## src/rtl/sic_pkg.sv

```systemverilog
package sic_pkg;

    localparam int PRI_W   = 32;
    localparam int SEC_W   = 8;
    localparam int CTX_W   = 64;
    localparam int RSVD_W  = CTX_W - PRI_W - SEC_W;
    localparam int LFSR_W  = 16;

    typedef logic [PRI_W-1:0]  pri_t;
    typedef logic [SEC_W-1:0]  sec_t;
    typedef logic [LFSR_W-1:0] lfsr_t;

    // Layout of the saved context word: secondary on top, primary at bottom.
    typedef struct packed {
        sec_t              sec;
        logic [RSVD_W-1:0] rsvd;
        pri_t              pri;
    } ctx_t;

    // Maximal-length feedback x^16 + x^15 + x^13 + x^4 + 1, shifting left.
    function automatic lfsr_t lfsr_advance(input lfsr_t s);
        return {s[LFSR_W-2:0], s[15] ^ s[14] ^ s[12] ^ s[3]};
    endfunction

    function automatic ctx_t ctx_pack(input sec_t s, input pri_t p);
        ctx_t c;
        c.sec  = s;
        c.rsvd = '0;
        c.pri  = p;
        return c;
    endfunction

endpackage

```

## src/rtl/sic_lfsr.sv

```systemverilog
module sic_lfsr
    import sic_pkg::*;
#(
    parameter lfsr_t SEED = 16'hACE1
) (
    input  logic  clk,
    input  logic  rst,
    output lfsr_t state
);
    lfsr_t state_q;

    always_ff @(posedge clk) begin
        if (rst) state_q <= SEED;
        else     state_q <= lfsr_advance(state_q);
    end

    assign state = state_q;
endmodule

```

## src/rtl/sic_primary.sv

```systemverilog
module sic_primary
    import sic_pkg::*;
(
    input  logic clk,
    input  logic rst,
    input  logic wr_en,
    input  pri_t wr_val,
    input  logic entry_load,
    input  logic step,
    input  pri_t reload,
    output pri_t count,
    output logic expire
);
    pri_t cnt_q;
    logic at_one;
    logic nonzero;

    assign at_one  = (cnt_q == pri_t'(1));
    assign nonzero = (cnt_q != '0);
    assign expire  = step && at_one;

    always_ff @(posedge clk) begin
        if (rst) begin
            cnt_q <= '0;
        end else if (wr_en) begin
            cnt_q <= wr_val;
        end else if (entry_load) begin
            cnt_q <= reload;
        end else if (step && nonzero) begin
            cnt_q <= at_one ? reload : cnt_q - pri_t'(1);
        end
    end

    assign count = cnt_q;
endmodule

```

## src/rtl/sic_secondary.sv

```systemverilog
module sic_secondary
    import sic_pkg::*;
#(
    parameter bit PRESENT = 1'b1
) (
    input  logic clk,
    input  logic rst,
    input  logic wr_en,
    input  sec_t wr_val,
    input  logic step,
    input  logic load_rand,
    input  sec_t rand_val,
    output sec_t count,
    output logic hit
);
    generate
        if (PRESENT) begin : g_counter
            sec_t cnt_q;

            always_ff @(posedge clk) begin
                if (rst) begin
                    cnt_q <= '0;
                end else if (wr_en) begin
                    cnt_q <= wr_val;
                end else if (step) begin
                    if (load_rand)          cnt_q <= rand_val;
                    else if (cnt_q != '0)   cnt_q <= cnt_q - sec_t'(1);
                end
            end

            assign count = cnt_q;
            assign hit   = step && (cnt_q == sec_t'(1));
        end else begin : g_absent
            logic unused_ok;
            assign unused_ok = &{1'b0, clk, rst, wr_en, wr_val, step, load_rand, rand_val};
            assign count = '1;
            assign hit   = 1'b0;
        end
    endgenerate
endmodule

```

## src/rtl/sample_interval_counter.sv

```systemverilog
module sample_interval_counter
    import sic_pkg::*;
#(
    parameter bit    RANDOM_EN = 1'b1,
    parameter lfsr_t LFSR_SEED = 16'hACE1
) (
    input  logic             clk,
    input  logic             rst,
    input  logic             prof_en,
    input  logic             evt,
    input  logic [PRI_W-1:0] reload_val,
    input  logic             rand_req,
    input  logic             ctx_wr_en,
    input  logic [CTX_W-1:0] ctx_wr_data,
    output logic [CTX_W-1:0] ctx_rd_data,
    output logic             sample_o
);
    ctx_t  wr_ctx;
    pri_t  pri_cnt;
    sec_t  sec_cnt;
    lfsr_t lfsr_state;
    sec_t  rand_byte;
    logic  prev_en_q;
    logic  entry_load;
    logic  step;
    logic  rnd_on;
    logic  pri_expire;
    logic  sec_hit;
    logic  load_rand;
    logic  sample_d;
    logic  sample_q;

    assign wr_ctx    = ctx_t'(ctx_wr_data);
    assign rand_byte = lfsr_state[SEC_W-1:0];
    assign rnd_on    = RANDOM_EN && rand_req;

    // Enable edge with an empty primary count arms a fresh interval.
    assign entry_load = !ctx_wr_en && prof_en && !prev_en_q && (pri_cnt == '0);
    assign step       = !ctx_wr_en && prof_en && evt && !entry_load;
    assign load_rand  = pri_expire && rnd_on;
    assign sample_d   = sec_hit || (pri_expire && (!rnd_on || rand_byte == '0));

    sic_lfsr #(.SEED(LFSR_SEED)) u_lfsr (
        .clk   (clk),
        .rst   (rst),
        .state (lfsr_state)
    );

    sic_primary u_primary (
        .clk        (clk),
        .rst        (rst),
        .wr_en      (ctx_wr_en),
        .wr_val     (wr_ctx.pri),
        .entry_load (entry_load),
        .step       (step),
        .reload     (reload_val),
        .count      (pri_cnt),
        .expire     (pri_expire)
    );

    sic_secondary #(.PRESENT(RANDOM_EN)) u_secondary (
        .clk       (clk),
        .rst       (rst),
        .wr_en     (ctx_wr_en),
        .wr_val    (wr_ctx.sec),
        .step      (step),
        .load_rand (load_rand),
        .rand_val  (rand_byte),
        .count     (sec_cnt),
        .hit       (sec_hit)
    );

    always_ff @(posedge clk) begin
        if (rst) begin
            prev_en_q <= 1'b0;
            sample_q  <= 1'b0;
        end else begin
            prev_en_q <= prof_en;
            sample_q  <= sample_d;
        end
    end

    assign ctx_rd_data = ctx_pack(sec_cnt, pri_cnt);
    assign sample_o    = sample_q;
endmodule

```

## config.mk

```make
export PLATFORM = sky130hd
export DESIGN_NAME = sample_interval_counter
export DESIGN_NICKNAME = d
export VERILOG_FILES = /design/src/rtl/sic_pkg.sv /design/src/rtl/sic_lfsr.sv /design/src/rtl/sic_primary.sv /design/src/rtl/sic_secondary.sv /design/src/rtl/sample_interval_counter.sv
export SDC_FILE = /design/constraint.sdc
export NUM_CORES = 1
export LEC_CHECK = 0
export CORE_MARGIN = 1.5
export CORE_UTILIZATION = 43
export DETAILED_ROUTE_END_ITERATION = 12
export PLACE_DENSITY = 0.81
export SLEW_MARGIN = 10
export SYNTH_ARGS = -nofsm -noshare
export SYNTH_HDL_FRONTEND = slang
export SYNTH_SLANG_ARGS = --single-unit
```

## constraint.sdc

```tcl
create_clock -name clk -period 4.7 [get_ports clk]
set_clock_uncertainty 0.2 [all_clocks]
set_input_delay 0.47 -clock clk [delete_from_list [all_inputs] [get_ports clk]]
set_output_delay 0.47 -clock clk [all_outputs]
set_load 0.05 [all_outputs]
```

==> results.yml <==
worst_setup_path:
  reg2reg_slack_ns: 0.87
  cp_data_arrival_time_ns: 3.85
  crit_family: "simple AND/OR/NAND/NOR gates"
  criticalPathCategory: "reg -> reg"
  crit_path_max_incr_delay_ns: 0.78
  cp-start-kind: "flip-flop"
  slowest_stage: "nor4_1"
  crit_required_ns: 4.72
  crit_buf_inv: 0
  rr_endpoint: "u_secondary.count[7]"
  worstPathMaxFanout: 9
  worstSetupEndpointType: "flip-flop"
  ff2ff_path_depth: 6
  path_cells: "nor4_1 > nand4b_1 > or4_4 > nor4_4 > mux2_1 > o221a_1"
  timing.rr.start: "u_primary.count[6]"
synthesis:
  synth_flop_cell: "dfxtp_1"
  avgSynthCellArea_sq_um: 7.96
  ys_warn_count: 0
  synthCells: 487
  async_flop_share_pct: 0
  syn-cell-area_sq_um: 3870
  synth_edf_count: 0
  ys_seq_elements: 58
  synth.distinct_cells: 54
  seq_area_frac_synth_pct: 30.0
clock_tree:
  ctsHtreeMaxLevel: 3
  clk_latency_ns: 0.33
  cts_resized: 0
  clockBufferDepth: 2
  cts_hold_buffers: 0
  cts_tree: "built"
  cts_sinks: 58
  clkTransAtPathRegs_ns: 0.07
  root_buffer: "clkbuf_8"
  cts_made_buffers: 9
  post_cts_buffers: 0
drt:
  drt-total-wl_mm: 11.4
  drt_first_pass_iters: 4
  route.detailed.drc: 0
  drtIter0Drc: 230
  topRoutingLayerUsed: "met4"
  ant_nets: 0
  route.detailed.vias_per_inst: 5.76
  met3_length_um: 767
  wl_met2_mm: 5.34
  num_vias: 4022
  wire_per_inst_um: 16.4
  wl_met1_mm: 5.15
die:
  die_h_um: 97.9
  die-area_sq_um: 9590
  num_rows: 34
  ioPinCount: 167
  dieWidth_um: 97.9
  core_area_sq_um: 8720
  start_util_pct: 44.4
place:
  post-place-cells: 682
  port_buffers: 118
  post_dp_cell_area_sq_um: 5000
  dp_hpwl_mm: 7.83
  gp_congestion: 0.842
status:
  outcome: "complete, no violations"
power:
  power_density_nw_per_um2: 336
  p_leak_nw: 1.92
  peakVddDrop_mv: 0.176
sta:
  hold_viol: 0
  maxSlewViolCount: 0
  post-route-min-period_ns: 3.83
  relSlewSlack_pct: 24.3
  rsz0062_at_grt: "false"
  finalSetupViolations: 0
  period_share_pct: 81.6
  max_freq_mhz: 261
  tns_ns: 0
  worstMarginPinSlew_ns: 1.14
finish:
  multi_input_area_sq_um: 2440
  fin_nets: 691
  insertedDiodeCount: 0
  finalNonFillerCells: 698
  final_area_sq_um: 5250
  final_common_cell: "clkdlybuf4s50_1"
  post-route-util_pct: 60.2
  final-seq-area_sq_um: 1160
  fill_cells: 772
  drive_above_1_share_pct: 7.29
  final_cell_mix: "clkdlybuf4s50_1, dfxtp_1, nand2_1"
  area_delta_synth_final_pct: 35.6
global_route:
  grt_max_degree: 61
  first_global_vias: 3758
  grt_pass1_wl_mm: 18.9
  grt_use_total_pct: 23.9
  antenna_found_initial: 0
  grt_remaining_overflow: 0
worst_hold_path:
  hold_path_depth: 1
  hold_path.class: "reg -> reg"
  hp-start: "u_lfsr.state[9]"
  hold_end: "u_lfsr.state[10]"
run:
  max-cap-violations: 0
Yosys cell counts, drive strengths merged (2+ instances only):
master	count	area (sq um)
a211o	17	149
a211oi	8	60.1
a21o	2	15.0
a21oi	6	30.0
a311o	2	20.0
a311oi	31	290
and2	5	31.3
and3	2	12.5
buf	29	218
clkbuf	31	116
dfxtp	58	1160
ha	4	50.1
inv	10	37.5
mux2i	7	70.1
nand2	47	176
nand2b	3	18.8
nand3	4	20.0
nand4	2	12.5
nand4b	4	35.0
nor2	47	176
nor2b	12	75.1
nor3	38	190
nor4	20	146
nor4b	2	17.5
o211ai	9	67.6
o21ai	13	65.1
o311a	5	50.1
or2	8	50.1
or3	6	37.5
or4	8	71.3
xnor2	18	158
xor2	14	123
final cells by class:
type	count	share of cell area, %
Clock buffer	11	2.88
Clock inverter	5	1.91
Inverter	10	0.714
Multi-Input combinational cell	382	46.4
Sequential cell	58	22.1
Tap cell	108	2.57
Timing Repair Buffer	124	23.4
where the power goes:
part	leakage [nW]	switching [W]	internal [W]
combinational	1.31	0.000354	0.000232
clock	0.129	0.000203	0.000380
sequential	0.482	0.0000593	0.000536
per-layer routing:
layer	track usage (%)	vias up
met5	0	-
met4	8.35	0
met3	3.36	13
met2	37.7	179
met1	33.4	1888
li1	-	1942
worst reg2reg max path, delay by kind of cell, from the launching register on:
kind	cells	cell delay [ns]
and+or+nand+nor	4	2.56
DFF	1	0.38
muxes	1	0.38
AOI/OAI and AO/OA	1	0.21
how the worst max path moves through the flow:
stage / startpoint / to / slack (ns) / cells after the start
floorplan: u_primary.count[16] / u_secondary.count[7] / 1.10 / 8
global route: u_primary.count[6] / u_primary.count[13] / 0.56 / 7
detailed placement: u_primary.count[6] / u_secondary.count[7] / 0.91 / 6
global placement: u_primary.count[6] / u_secondary.count[7] / 0.99 / 6
CTS: u_primary.count[6] / u_secondary.count[7] / 0.92 / 6
finish: u_primary.count[6] / u_secondary.count[7] / 0.87 / 6
sequential cells by signal (all words and copies together), names as in the netlist:
name	cells
sample_o	1
u_lfsr.state	16
u_secondary.count	8
prev_en_q	1
u_primary.count	32
per-stage QoR:
stage	power (W)	hold WS, ns	worst slack [ns]
6_report	0.00176	0.213	0.866
5_1_grt	0.00185	0.229	0.563
4_1_cts	0.00177	0.216	0.920
3_5_place_dp	0.00119	0.196	0.914
3_3_place_gp	0.00118	0.194	0.989
2_1_floorplan	0.00101	0.189	1.10
cell families (layout without fill, tap and decap cells):
family                   Yosys count  count (layout)  share of synthesized area, %
AO/OA/AOI/OAI                    104             104                          21.7
XOR/XNOR                          32              32                          7.23
adder cells (fa/ha/maj)            4               4                          1.29
buffers and inverters             70             150                          9.59
flip-flops                        58              58                          30.0
multiplexers                       8               8                          2.10
other                              1              24                        0.0968
AND/OR/NAND/NOR                  210             210                          28.0
Note: power is estimated with default switching activity, not from simulation.
